## src/rtl/cmos_rtc_pkg.sv

```systemverilog
package cmos_rtc_pkg;
  localparam int DW     = 8;
  localparam int IDX_W  = 7;
  localparam int NREG   = 14;
  localparam int NTIME  = 10;
  localparam int SEL_W  = $clog2(NREG);

  localparam logic [IDX_W-1:0] IX_LIMIT = IDX_W'(NREG);
  localparam logic [SEL_W-1:0] IX_A = SEL_W'(10);
  localparam logic [SEL_W-1:0] IX_B = SEL_W'(11);
  localparam logic [SEL_W-1:0] IX_C = SEL_W'(12);
  localparam logic [SEL_W-1:0] IX_D = SEL_W'(13);

  localparam int BIT_UIP  = 7;
  localparam int BIT_SET  = 7;
  localparam int BIT_UIEN = 4;
  localparam int BIT_IRQF = 7;

  function automatic logic [DW-1:0] rst_val(input int i);
    case (i)
      10:      rst_val = 8'h26;
      11:      rst_val = 8'h02;
      13:      rst_val = 8'h80;
      default: rst_val = 8'h00;
    endcase
  endfunction

  function automatic logic is_time(input logic [SEL_W-1:0] i);
    is_time = (i == 4'd0) || (i == 4'd2) || (i == 4'd4) ||
              (i == 4'd6) || (i == 4'd7) || (i == 4'd8) || (i == 4'd9);
  endfunction
endpackage

```

## src/rtl/cmos_idx_latch.sv

```systemverilog
module cmos_idx_latch
  import cmos_rtc_pkg::*;
(
  input  logic             clk,
  input  logic             rst_n,
  input  logic             load_en,
  input  logic [DW-1:0]    wdata,
  output logic [IDX_W-1:0] idx_q
);
  logic [IDX_W-1:0] idx_d;

  always_comb begin
    idx_d = idx_q;
    if (load_en) idx_d = wdata[IDX_W-1:0];
  end

  always_ff @(posedge clk or negedge rst_n) begin
    if (!rst_n) idx_q <= '0;
    else        idx_q <= idx_d;
  end
endmodule

```

## src/rtl/cmos_reg_bank.sv

```systemverilog
module cmos_reg_bank
  import cmos_rtc_pkg::*;
(
  input  logic             clk,
  input  logic             rst_n,
  input  logic             wr_hit,
  input  logic             rd_stat,
  input  logic [SEL_W-1:0] sel,
  input  logic [DW-1:0]    wdata,
  input  logic [2:0]       evt_flags,
  input  logic             upd_begin,
  input  logic             upd_end,
  output logic [NREG*DW-1:0] bank_flat,
  output logic             clk_reload,
  output logic             irq
);
  logic [DW-1:0] mem_q [NREG];
  logic [DW-1:0] mem_d [NREG];
  logic          reload_d;
  logic          set_q;

  assign set_q = mem_q[IX_B][BIT_SET];

  always_comb begin
    for (int i = 0; i < NREG; i++) mem_d[i] = mem_q[i];
    reload_d = 1'b0;

    if (upd_begin && !set_q) mem_d[IX_A][BIT_UIP] = 1'b1;
    if (upd_end)             mem_d[IX_A][BIT_UIP] = 1'b0;

    if (wr_hit) begin
      if (is_time(sel)) begin
        mem_d[sel] = wdata;
        if (!set_q) reload_d = 1'b1;
      end else if (sel == IX_A) begin
        mem_d[IX_A] = {mem_d[IX_A][BIT_UIP], wdata[DW-2:0]};
      end else if (sel == IX_B) begin
        if (wdata[BIT_SET]) begin
          mem_d[IX_A][BIT_UIP] = 1'b0;
          mem_d[IX_B] = wdata & ~(8'h01 << BIT_UIEN);
        end else begin
          mem_d[IX_B] = wdata;
          if (set_q) reload_d = 1'b1;
        end
      end else if (sel != IX_C && sel != IX_D) begin
        mem_d[sel] = wdata;
      end
    end

    if (rd_stat) mem_d[IX_C] = '0;
    if (|evt_flags) mem_d[IX_C] = mem_d[IX_C] | {1'b1, evt_flags, 4'h0};
  end

  always_ff @(posedge clk or negedge rst_n) begin
    if (!rst_n) begin
      for (int i = 0; i < NREG; i++) mem_q[i] <= rst_val(i);
      clk_reload <= 1'b0;
    end else begin
      for (int i = 0; i < NREG; i++) mem_q[i] <= mem_d[i];
      clk_reload <= reload_d;
    end
  end

  for (genvar g = 0; g < NREG; g++) begin : g_flat
    assign bank_flat[g*DW +: DW] = mem_q[g];
  end

  assign irq = mem_q[IX_C][BIT_IRQF];
endmodule

```

## src/rtl/cmos_rd_mux.sv

```systemverilog
module cmos_rd_mux
  import cmos_rtc_pkg::*;
(
  input  logic               addr,
  input  logic [IDX_W-1:0]   idx,
  input  logic [NREG*DW-1:0] bank_flat,
  output logic [DW-1:0]      rdata
);
  always_comb begin
    if (!addr || idx >= IX_LIMIT) rdata = '1;
    else                          rdata = bank_flat[int'(idx)*DW +: DW];
  end
endmodule

```

## src/rtl/cmos_rtc_port.sv

```systemverilog
module cmos_rtc_port
  import cmos_rtc_pkg::*;
(
  input  logic                clk,
  input  logic                rst_n,
  input  logic                wr_en,
  input  logic                rd_en,
  input  logic                addr,
  input  logic [DW-1:0]       wdata,
  output logic [DW-1:0]       rdata,
  input  logic [2:0]          evt_flags,
  input  logic                upd_begin,
  input  logic                upd_end,
  output logic [7*DW-1:0]     time_regs,
  output logic                clk_reload,
  output logic                irq
);
  logic [1:0]         rst_sync;
  logic               rst_sn;
  logic [IDX_W-1:0]   idx_q;
  logic               in_range;
  logic               wr_hit;
  logic               rd_stat;
  logic [NREG*DW-1:0] bank_flat;

  always_ff @(posedge clk or negedge rst_n) begin
    if (!rst_n) rst_sync <= 2'b00;
    else        rst_sync <= {rst_sync[0], 1'b1};
  end
  assign rst_sn = rst_sync[1];

  assign in_range = (idx_q < IX_LIMIT);
  assign wr_hit   = wr_en && addr && in_range;
  assign rd_stat  = rd_en && addr && in_range && (idx_q[SEL_W-1:0] == IX_C);

  cmos_idx_latch u_idx (
    .clk(clk), .rst_n(rst_sn), .load_en(wr_en && !addr),
    .wdata(wdata), .idx_q(idx_q)
  );

  cmos_reg_bank u_bank (
    .clk(clk), .rst_n(rst_sn), .wr_hit(wr_hit), .rd_stat(rd_stat),
    .sel(idx_q[SEL_W-1:0]), .wdata(wdata), .evt_flags(evt_flags),
    .upd_begin(upd_begin), .upd_end(upd_end), .bank_flat(bank_flat),
    .clk_reload(clk_reload), .irq(irq)
  );

  cmos_rd_mux u_rd (
    .addr(addr), .idx(idx_q), .bank_flat(bank_flat), .rdata(rdata)
  );

  assign time_regs = {bank_flat[9*DW +: DW], bank_flat[8*DW +: DW],
                      bank_flat[7*DW +: DW], bank_flat[6*DW +: DW],
                      bank_flat[4*DW +: DW], bank_flat[2*DW +: DW],
                      bank_flat[0 +: DW]};
endmodule

```

## config.mk

```make
export PLATFORM = sky130hd
export DESIGN_NAME = cmos_rtc_port
export DESIGN_NICKNAME = d
export VERILOG_FILES = /design/src/rtl/cmos_rtc_pkg.sv /design/src/rtl/cmos_idx_latch.sv /design/src/rtl/cmos_reg_bank.sv /design/src/rtl/cmos_rd_mux.sv /design/src/rtl/cmos_rtc_port.sv
export SDC_FILE = /design/constraint.sdc
export NUM_CORES = 1
export LEC_CHECK = 0
export BUFFER_PORTS_ARGS = -buffer_cell sky130_fd_sc_hd__buf_2
export CAP_MARGIN = 20
export CELL_PAD_IN_SITES_DETAIL_PLACEMENT = 0
export CELL_PAD_IN_SITES_GLOBAL_PLACEMENT = 1
export CORE_MARGIN = 3
export CORE_UTILIZATION = 47
export DETAILED_ROUTE_END_ITERATION = 16
export PLACE_DENSITY = 0.8
export SYNTH_ARGS = -nofsm -noshare
export SYNTH_HDL_FRONTEND = slang
export SYNTH_SLANG_ARGS = --single-unit
```

## constraint.sdc

```tcl
create_clock -name clk -period 4.7 [get_ports clk]
set_clock_uncertainty 0.1 [all_clocks]
set_input_delay 0.94 -clock clk [delete_from_list [all_inputs] [get_ports clk]]
set_output_delay 0.94 -clock clk [all_outputs]
set_load 0.02 [all_outputs]
```

==> results_dict.tcl <==
set metrics [dict create \
    status "completed" \
    area_growth_pct 13.0 \
    grt_pass1_wl_um 20600 \
    cts_resized 0 \
    fp.coreArea_um2 12300 \
    port_buffers 83 \
    clk_latency_ps 410 \
    cp-startpoint "u_idx.idx_q[1]$_DFFE_PN0P_" \
    routed_wl_um 13000 \
    antenna_found_initial 0 \
    grt_pass1_vias 3711 \
    ys_seq_area_share_pct 50.7 \
    cp_max_fo 22 \
    hold_viol 0 \
    grt_max_degree 71 \
    routed_via_density 5.51 \
    crit_type "flip-flop to primary output" \
    numCtsBuffers 17 \
    clockBufferDepth 2 \
    irDropWorstVdd_mv 0.386 \
    diodes 0 \
    setup_viol 0 \
    cp.arrival_ps 2590 \
    synthCells 440 \
    critPathLaunchType "flip-flop" \
    syn-cell-area_um2 6030 \
    regArea_um2 3060 \
    drt_iter0_markers 202 \
    synthArstFlopShare_pct 100 \
    chipWidth_um 119 \
    post-cts-setup-buffers 0 \
    ys_warn_count 0 \
    worst_slack_ps 1070 \
    power_per_cell_area_nw_per_um2 485 \
    grt_usage_pct 19.0 \
    cts_tree "done" \
    maxSlewViolCount 0 \
    fmax_mhz 275 \
    synthTopCellsByArea "dfrtp_1 (49%), mux2_2 (17%), mux4_2 (7.8%)" \
    placement.cell_area_um2 6110 \
    tns_ps 0 \
    die_h_um 119 \
    syn-num-nets 458 \
    rows 40 \
    fin_crit_ps 3630 \
    clk_pin_slew_worst_paths_ps 50 \
    r2r_setup_slack_ps 1990 \
    fin_util_pct 55.6 \
    crit_required_ps 3660 \
    place_ws_ps 1230 \
    synth_edf_count 0 \
    worstMarginPinSlew_ps 893 \
    gr-total-overflow 0 \
    total_leakage_power_uw 0.00336 \
    drtPass1Iterations 4 \
    multi_input_area_um2 2380 \
    drc 0 \
    postCtsHoldBufs 0 \
    wl_per_cell_um 20.4 \
    synth_ff_type "dfrtp_1" \
    die_area_um2 14200 \
    start_util_pct 49.2 \
    gp_congestion 0.777 \
    cts_sinks 122 \
    dp_hpwl_um 8600 \
    nets 475 \
    cts-root-buf "clkbuf_16" \
    synth_seq_cells 122 \
    final.fill_count 1053 \
    h-tree-depth 4 \
    syn_area_per_cell_um2 13.7 \
    rsz0062_at_grt "false" \
    fin_area_um2 6810 \
    ant_nets 0 \
    reg2reg_from "u_idx.idx_q[6]$_DFFE_PN0P_" \
    synth_largest_area_cell "dfrtp_1" \
    relSlewSlack_pct 40.4 \
    fin_crit_sh_pct 77.3 \
    post_route_cells_drive_above_1_share_pct 53.2 \
    end_kind "primary output" \
    cap_viol_max_count 0 \
    io_pins 84 \
    synth_cell_types 34 \
    hold_class "primary input to async pin" \
    netlist.area_leader.share_pct 48.5 \
    num_vias 3515 \
]
[layout make-up]
type / count / area share [%]
sequential: 122 / 45.0
inverter: 2 / 0.110
multi-input combinational: 226 / 35.0
clock buffer: 20 / 6.85
timing repair buffer: 88 / 6.83
tap: 168 / 3.08
clock inverter: 12 / 3.20
[worst max-delay path, cell delays in order, from the launching register on]
cell and delay [ps]:
dfrtp_1 820, buf_4 340, mux4_2 320, mux2i_1 210
nor2_1 60, a211o_1 260, buf_2 160
[final timing paths]
kind | end | cells after the start
max | rdata[2] | 6
min | rst_sync[1]$_DFF_PN0_ | 1
max reg2reg | u_bank.bank_flat[19]$_DFFE_PN0P_ | 4
min reg2reg | rst_sync[1]$_DFF_PN0_ | 0
max in group asynchronous | u_bank.bank_flat[91]$_DFFE_PN0P_ | 1
min in group clk | rst_sync[1]$_DFF_PN0_ | 0
[power breakdown]
group | internal (µW) | switching, µW | leakage, µW
Sequential | 1170 | 116 | 0.00162
Combinational | 244 | 272 | 0.00141
Clock | 1030 | 464 | 0.000328
[cells in the final DEF (no fill, tap or decap), types with 6 or more instances in the layout]
cell type    n
nor2b_1      9
nand2_1     10
nor2_1       7
mux2i_1     14
nor2_2       6
o21ai_0      9
clkbuf_16   17
dfrtp_1    115
mux2_1      11
bufinv_16    6
mux4_2      21
mux2_2      91
buf_2       83
a211oi_1     7
[synthesized netlist by cell type, drive strengths merged (2+ instances only)]
| cell type | number |
|---|---|
| a211oi | 7 |
| nand3b | 4 |
| a211o | 5 |
| buf | 68 |
| dfrtp | 117 |
| mux2i | 14 |
| inv | 2 |
| and2 | 5 |
| clkbuf | 22 |
| nor2b | 9 |
| mux4 | 21 |
| o21ai | 9 |
| mux2 | 102 |
| a221oi | 3 |
| nand2 | 10 |
| nand4 | 4 |
| a21oi | 2 |
| a21o | 3 |
| or2 | 2 |
| nor2 | 17 |
| a21boi | 3 |
| dfstp | 5 |
[state kept, by name (all words and copies together) (netlist names)]
name,cells
rst_sync,2
u_bank.bank_flat,112
u_bank.clk_reload,1
u_idx.idx_q,7
[through the flow]
stage | cells | total power, µW | hold WS (ps)
after detailed placement | 605 | 1820 | 243
final | 638 | 3300 | 204
after floorplan | 440 | 1750 | 231
after global placement | 605 | 1800 | 240
after global routing | 638 | 3430 | 192
after CTS | 637 | 3330 | 190
[per-layer routing]
layer  global-route usage, %  routed length [µm]
met1                    24.5                5510
met2                    31.3                6710
met3                    4.89                 675
met4                    6.52                 138
met5                       0                   0
[cell families after synthesis]
kind of cell / count (synthesis) / synth area share [%]
other: 1 / 0.0622
buffers and inverters: 92 / 9.77
multiplexers: 137 / 29.2
AO/OA/AOI/OAI: 33 / 3.88
flip-flops: 122 / 50.7
AND/OR/NAND/NOR: 55 / 6.35
(Power assumes the default switching activity.)
